File: config.mk
export PLATFORM = sky130hd
export DESIGN_NAME = sysctl_bank
export DESIGN_NICKNAME = d
export VERILOG_FILES = /design/src/rtl/sysctl_pkg.sv /design/src/rtl/sysctl_decode.sv /design/src/rtl/sysctl_xlate.sv /design/src/rtl/sysctl_regs.sv /design/src/rtl/sysctl_bank.sv
export SDC_FILE = /design/constraint.sdc
export NUM_CORES = 1
export LEC_CHECK = 0
export ABC_AREA = 1
export BUFFER_PORTS_ARGS = -buffer_cell sky130_fd_sc_hd__buf_2
export CORE_ASPECT_RATIO = 0.9
export CORE_MARGIN = 8
export CORE_UTILIZATION = 46
export CTS_BUF_LIST = sky130_fd_sc_hd__clkbuf_4
export CTS_CLUSTER_DIAMETER = 200
export CTS_CLUSTER_SIZE = 20
export DETAILED_ROUTE_END_ITERATION = 10
export GPL_TIMING_DRIVEN = 0
export PLACE_DENSITY_LB_ADDON = 0.08
export SLEW_MARGIN = 10
export SYNTH_ARGS = -nofsm -noshare
export SYNTH_HDL_FRONTEND = slang
export SYNTH_SLANG_ARGS = --single-unit
File: constraint.sdc
create_clock -name clk -period 1.9 [get_ports clk]
set_input_delay 0.38 -clock clk [delete_from_list [all_inputs] [get_ports clk]]
set_output_delay 0.38 -clock clk [all_outputs]
set_load 0.01 [all_outputs]
File: src/rtl/sysctl_pkg.sv
package sysctl_pkg;

    localparam int PORT_W = 16;

    localparam logic [PORT_W-1:0] A_SPECIAL = 16'h0092;
    localparam logic [PORT_W-1:0] A_ID_CPU  = 16'h0800;
    localparam logic [PORT_W-1:0] A_ID_FEAT = 16'h0802;
    localparam logic [PORT_W-1:0] A_ID_STAT = 16'h0803;
    localparam logic [PORT_W-1:0] A_LIGHT   = 16'h0808;
    localparam logic [PORT_W-1:0] A_EQUIP   = 16'h080C;
    localparam logic [PORT_W-1:0] A_LOCK1   = 16'h0810;
    localparam logic [PORT_W-1:0] A_LOCK2   = 16'h0812;
    localparam logic [PORT_W-1:0] A_INVAL   = 16'h0814;
    localparam logic [PORT_W-1:0] A_KEY     = 16'h0818;
    localparam logic [PORT_W-1:0] A_CACHE   = 16'h081C;
    localparam logic [PORT_W-1:0] A_L2STAT  = 16'h0823;
    localparam logic [PORT_W-1:0] A_MAP     = 16'h0850;

    localparam logic [7:0] V_ID_CPU  = 8'hEF;
    localparam logic [7:0] V_ID_FEAT = 8'hAD;
    localparam logic [7:0] V_ID_STAT = 8'hE0;
    localparam logic [7:0] V_EQUIP   = 8'h3C;
    localparam logic [7:0] V_XFEAT   = 8'h39;
    localparam logic [7:0] V_KEY     = 8'h00;
    localparam logic [7:0] V_L2STAT  = 8'h03;
    localparam logic [7:0] V_SPECIAL = 8'h00;
    localparam logic [7:0] V_NONE    = 8'hFF;

    typedef enum logic [3:0] {
        PT_NONE,
        PT_SPECIAL,
        PT_ID_CPU,
        PT_ID_FEAT,
        PT_ID_STAT,
        PT_LIGHT,
        PT_EQUIP,
        PT_LOCK1,
        PT_LOCK2,
        PT_INVAL,
        PT_KEY,
        PT_CACHE,
        PT_L2STAT,
        PT_MAP
    } port_e;

    typedef enum logic [1:0] {
        PH_IDLE,
        PH_WRITE,
        PH_READ
    } phase_e;

endpackage

File: src/rtl/sysctl_decode.sv
module sysctl_decode
    import sysctl_pkg::*;
(
    input  logic [PORT_W-1:0] addr,
    output port_e             port
);

    always_comb begin
        unique case (addr)
            A_SPECIAL: port = PT_SPECIAL;
            A_ID_CPU:  port = PT_ID_CPU;
            A_ID_FEAT: port = PT_ID_FEAT;
            A_ID_STAT: port = PT_ID_STAT;
            A_LIGHT:   port = PT_LIGHT;
            A_EQUIP:   port = PT_EQUIP;
            A_LOCK1:   port = PT_LOCK1;
            A_LOCK2:   port = PT_LOCK2;
            A_INVAL:   port = PT_INVAL;
            A_KEY:     port = PT_KEY;
            A_CACHE:   port = PT_CACHE;
            A_L2STAT:  port = PT_L2STAT;
            A_MAP:     port = PT_MAP;
            default:   port = PT_NONE;
        endcase
    end

endmodule

File: src/rtl/sysctl_xlate.sv
module sysctl_xlate #(
    parameter int          CPU_AW   = 32,
    parameter int          WIN_LOG2 = 23,
    parameter int          PAGE_LSB = 12,
    parameter int          OUT_W    = 16,
    parameter logic [31:0] WIN_BASE = 32'h8000_0000
) (
    input  logic [CPU_AW-1:0] cpu_addr,
    input  logic              sparse,
    output logic              hit,
    output logic [OUT_W-1:0]  port
);

    localparam int HI_BITS = WIN_LOG2 - PAGE_LSB;
    localparam int LO_BITS = OUT_W - HI_BITS;
    localparam int TAG_W   = CPU_AW - WIN_LOG2;

    logic [WIN_LOG2-1:0] offset;
    logic [TAG_W-1:0]    tag;
    logic [OUT_W-1:0]    flat_port;
    logic [OUT_W-1:0]    sparse_port;

    assign offset      = cpu_addr[WIN_LOG2-1:0];
    assign tag         = cpu_addr[CPU_AW-1:WIN_LOG2];
    assign hit         = (tag == WIN_BASE[CPU_AW-1:WIN_LOG2]);
    assign flat_port   = offset[OUT_W-1:0];
    assign sparse_port = {offset[WIN_LOG2-1:PAGE_LSB], offset[LO_BITS-1:0]};
    assign port        = sparse ? sparse_port : flat_port;

endmodule

File: src/rtl/sysctl_regs.sv
module sysctl_regs
    import sysctl_pkg::*;
#(
    parameter int DATA_W  = 8,
    parameter int CACHE_W = 4
) (
    input  logic               clk,
    input  logic               rst,
    input  logic               wr,
    input  logic               rd,
    input  port_e              port,
    input  logic [DATA_W-1:0]  wdata,
    output logic [DATA_W-1:0]  rdata,
    output logic               rst_req,
    output logic               le_mode,
    output logic               disk_led,
    output logic [CACHE_W-1:0] cache_ctl,
    output logic               map_sparse,
    output logic               lock_a,
    output logic               lock_b
);

    localparam int PAD_W = DATA_W - CACHE_W;

    phase_e phase_q, phase_d;
    port_e  port_q;
    logic [DATA_W-1:0] read_val;
    logic unused_wbits;

    assign unused_wbits = &{1'b0, wdata[DATA_W-1:CACHE_W]};

    // next phase: write wins over read
    always_comb begin
        unique case (phase_q)
            PH_IDLE, PH_WRITE, PH_READ: begin
                if (wr)      phase_d = PH_WRITE;
                else if (rd) phase_d = PH_READ;
                else         phase_d = PH_IDLE;
            end
            default: phase_d = PH_IDLE;
        endcase
    end

    // state register
    always_ff @(posedge clk) begin
        if (rst) begin
            phase_q <= PH_IDLE;
            port_q  <= PT_NONE;
        end else begin
            phase_q <= phase_d;
            port_q  <= port;
        end
    end

    // outputs decoded from state
    always_comb begin
        lock_a = 1'b0;
        lock_b = 1'b0;
        unique case (phase_q)
            PH_WRITE: begin
                lock_a = (port_q == PT_LOCK1);
                lock_b = (port_q == PT_LOCK2);
            end
            PH_IDLE, PH_READ: begin
                lock_a = 1'b0;
                lock_b = 1'b0;
            end
            default: begin
                lock_a = 1'b0;
                lock_b = 1'b0;
            end
        endcase
    end

    // stored control fields
    always_ff @(posedge clk) begin
        if (rst) begin
            rst_req    <= 1'b0;
            le_mode    <= 1'b0;
            disk_led   <= 1'b0;
            cache_ctl  <= '0;
            map_sparse <= 1'b0;
        end else if (wr) begin
            unique case (port)
                PT_SPECIAL: begin
                    rst_req <= wdata[0];
                    le_mode <= wdata[1];
                end
                PT_LIGHT: disk_led   <= wdata[0];
                PT_CACHE: cache_ctl  <= wdata[CACHE_W-1:0];
                PT_MAP:   map_sparse <= wdata[0];
                default: ;
            endcase
        end
    end

    // read value selection
    always_comb begin
        unique case (port)
            PT_SPECIAL: read_val = V_SPECIAL;
            PT_ID_CPU:  read_val = V_ID_CPU;
            PT_ID_FEAT: read_val = V_ID_FEAT;
            PT_ID_STAT: read_val = V_ID_STAT;
            PT_EQUIP:   read_val = V_EQUIP;
            PT_LOCK1:   read_val = V_XFEAT;
            PT_KEY:     read_val = V_KEY;
            PT_CACHE:   read_val = {{PAD_W{1'b0}}, cache_ctl};
            PT_L2STAT:  read_val = V_L2STAT;
            PT_MAP:     read_val = {{(DATA_W-1){1'b0}}, map_sparse};
            default:    read_val = V_NONE;
        endcase
    end

    always_ff @(posedge clk) begin
        if (rst)     rdata <= '0;
        else if (rd) rdata <= read_val;
    end

endmodule

File: src/rtl/sysctl_bank.sv
module sysctl_bank
    import sysctl_pkg::*;
#(
    parameter int DATA_W   = 8,
    parameter int CACHE_W  = 4,
    parameter int CPU_AW   = 32,
    parameter int WIN_LOG2 = 23,
    parameter int PAGE_LSB = 12
) (
    input  logic               clk,
    input  logic               rst,
    input  logic [PORT_W-1:0]  io_addr,
    input  logic               io_wr,
    input  logic               io_rd,
    input  logic [DATA_W-1:0]  io_wdata,
    output logic [DATA_W-1:0]  io_rdata,
    input  logic [CPU_AW-1:0]  cpu_addr,
    output logic               win_hit,
    output logic [PORT_W-1:0]  win_port,
    output logic               rst_req,
    output logic               le_mode,
    output logic               disk_led,
    output logic [CACHE_W-1:0] cache_ctl,
    output logic               lock_pulse_a,
    output logic               lock_pulse_b
);

    port_e port_sel;
    logic  map_sparse;

    sysctl_decode u_decode (
        .addr (io_addr),
        .port (port_sel)
    );

    sysctl_regs #(
        .DATA_W  (DATA_W),
        .CACHE_W (CACHE_W)
    ) u_regs (
        .clk        (clk),
        .rst        (rst),
        .wr         (io_wr),
        .rd         (io_rd),
        .port       (port_sel),
        .wdata      (io_wdata),
        .rdata      (io_rdata),
        .rst_req    (rst_req),
        .le_mode    (le_mode),
        .disk_led   (disk_led),
        .cache_ctl  (cache_ctl),
        .map_sparse (map_sparse),
        .lock_a     (lock_pulse_a),
        .lock_b     (lock_pulse_b)
    );

    sysctl_xlate #(
        .CPU_AW   (CPU_AW),
        .WIN_LOG2 (WIN_LOG2),
        .PAGE_LSB (PAGE_LSB),
        .OUT_W    (PORT_W)
    ) u_xlate (
        .cpu_addr (cpu_addr),
        .sparse   (map_sparse),
        .hit      (win_hit),
        .port     (win_port)
    );

endmodule

==> flow_summary.ini <==
[cells_and_area]
drive_above_1_share = 0.362
layout.nets = 412
nFillCells = 343
multi_input_area_um2 = 1030
seq_area_um2 = 440
fin_util = 0.629
fin_cells = 395
area_growth_pct = 29.6
diodes = 0

[yosys]
synth_top_cell_area_share = 0.265
synth_ff_type = dfxtp_1
synth-edff-count = 0
synth_adder_area_share = 0
synth_top_cell_by_area = dfxtp_1
muxShareOfSynthArea = 0
synth-seq-cells = 22
synth_area_per_cell_um2 = 6.27
yosysUniqueCellTypes = 31
synth_top_family_by_area = simple AND/OR/NAND/NOR gates
syn_area_um2 = 1660
synth.net_count = 325
synth_compound_area_frac = 0.137
ys_seq_area_frac = 0.265
ys_warn_count = 0
synth-simple-area-share = 0.482
synthCells = 265
ys_async_sr_fraction = 0
synth_xor_area_frac = 0
netlist_top_cells_area = dfxtp_1 (26%), nand2_1 (18%), nor2_1 (7.7%)

[critical_path]
endpoint_kind = primary output
required_ns = 1.52
worstPathCellList = inv_1 > clkbuf_1 > nand2_1 > o21ai_0 > buf_2
cp_slowest_cell = dfxtp_1
crit_fanout = 10
cp-start-kind = register
cp_data_arrival_time_ns = 1.37
slowest_delay_ns = 0.37
critPathKind = reg2out

[routing]
num_vias = 1909
totalWireLength_mm = 4.46
via_per_inst = 4.83
dr.pass1.iters = 4
detail-route-antenna-nets = 0
drt_iter0_drc = 101
wl_per_cell_um = 11.3
drc = 0

[sta]
slew-limit-headroom = 0.601
period_share = 0.920
setup_violations = 0
tns_ns = 0
finClkSkew_ns = 0.00364
max_freq_ghz = 0.572
tightest_slew_ns = 0.599
finalCriticalPeriod_ns = 1.75
finalHoldViolations = 0
maxSlewViolCount = 0
worst_slack_ns = 0.151
rsz0062_at_grt = false

[grt]
antenna_found_initial = 0
grt_max_degree = 13
grt_pass1_vias = 1857
grt_util_all_layers = 0.151
grt.overflow.total = 0
grt_pass1_wl_mm = 7.45

[power_and_ir_drop]
power_w = 0.000897
pwr_density_cell_nw_per_um2 = 416
p_comb_frac = 0.227
intPower_w = 0.000642
ir_drop_v = 0.000407
power_frac_seq = 0.535
p_clk_frac = 0.238
switching_share = 0.284
power_switching_w = 0.000255
p_leak_nw = 1.13

[clock_tree]
ctsRootBufferMaster = clkbuf_4
clk-insertion-delay-late_ns = 0.31
cts-buffers-inserted = 3
clock-sinks = 22
ctsHoldBuffers = 0
htree_levels = 1
tritoncts = yes
clockBufferDepth = 2
cts.reportedPaths.clkPinSlew_ns = 0.11

[placement]
place.detailed.hpwl_mm = 3.83
gp_congestion = 0.850
placedCellCount = 391
place.port_buffers = 82
place_worst_setup_slack_ns = 0.196

[flow_run]
maxCapViolCount = 0

[floorplan]
core_area_um2 = 3430
fp.dieW_um = 79.4
row_count = 20
die_area_um2 = 5800
io_pins = 94
die_y_um = 73.0
start_util = 0.485

[hold_path]
hold_path_class = in2reg

[run_status]
status = complete, no violations
-- path summary, 6_finish.rpt --
path | start | end | slack (ns) | cells after the start
max | u_regs.map_sparse | win_port[8] | 0.15 | 5
min | io_wr | u_regs.phase_q[1] | 0.33 | 2
max reg2reg | u_regs.map_sparse | u_regs.rdata[0] | 0.93 | 6
min reg2reg | u_regs.le_mode | u_regs.le_mode | 0.47 | 2
-- area by class of cell --
cell class	instances	share of cell area
multi-input combinational	202	0.478
clock inverter	1	0.00174
buffer	11	0.0377
tap	44	0.0255
clock buffer	3	0.0104
inverter	30	0.0522
timing repair buffer	82	0.190
sequential	22	0.204
-- stage by stage --
step	instance area (um^2)	hold slack [ns]
floorplan	1660	0.457
global placement	2130	0.441
detailed placement	2130	0.445
CTS	2150	0.318
global route	2160	0.309
finish	2160	0.328
-- cells by family (layout without fill, tap and decap cells) --
group	Yosys count	after routing
AOI/OAI and AO/OA	37	37
and+or+nand+nor	165	165
buffers and inverters	41	127
DFF	22	22
-- sequential cells by signal, indices dropped and copies added, names as in the netlist --
name / cells
u_regs.map_sparse: 1
u_regs.disk_led: 1
u_regs.phase_q: 2
u_regs.rdata: 8
u_regs.cache_ctl: 4
u_regs.rst_req: 1
u_regs.port_q: 4
u_regs.le_mode: 1
-- cells in the mapped netlist (3+ instances only) --
master    number
nand2_2        7
a21oi_2        7
clkbuf_1       4
inv_1         27
nor2_1        34
nand4_1        4
nand2_4        3
buf_4          6
nor2_2         8
a21oi_1        9
nand2_1       80
o21ai_0       15
nor2_4         3
nor3_1         4
dfxtp_1       22
nand3_1       13
-- per-layer routing --
| layer | part of all wire | vias to the layer above | global-route usage |
|---|---|---|---|
| met4 | 0.0052 | 0 | 0.0267 |
| met2 | 0.42 | 88 | 0.253 |
| met5 | 0 | - | 0 |
| met1 | 0.47 | 807 | 0.185 |
| met3 | 0.11 | 4 | 0.0493 |
| li1 | - | 1010 | - |
-- critical path: cells and delay by family, from the launching register on --
| family | cells | cell delay, ns |
|---|---|---|
| DFF | 1 | 0.37 |
| AOI/OAI and AO/OA | 1 | 0.09 |
| and+or+nand+nor | 1 | 0.08 |
| buffers and inverters | 3 | 0.54 |
-- placed cells by master (no fill, tap or decap), drive strengths merged --
master and n:
or4 1, a21oi 16, clkbuf 7, a211oi 2
or2 1, o21ai 15, nand4 4, nand3 16
o31ai 1, inv 28, nand2 90, nor4 1
a41oi 2, nor3 5, nor2 46, buf 89
a31oi 1, nor3b 1, dfxtp 22, clkinv 3
-- timing repair --
| item | in CTS | in global routing |
|---|---|---|
| hold endpoints to repair | 0 | 0 |
| resized for setup | 0 | 2 |
| setup buffers | 0 | 0 |
| endpoints found under the setup margin | 0 | 4 |
-- power groups by stage --
stage	combinational, W	clock (W)	sequential (W)
after floorplan	0.0000985	0	0.000496
after global placement	0.000203	0	0.000490
after detailed placement	0.000206	0	0.000491
after CTS	0.000206	0.000220	0.000480
after global routing	0.000228	0.000241	0.000482
final	0.000204	0.000214	0.000480
(Power assumes the default switching activity.)
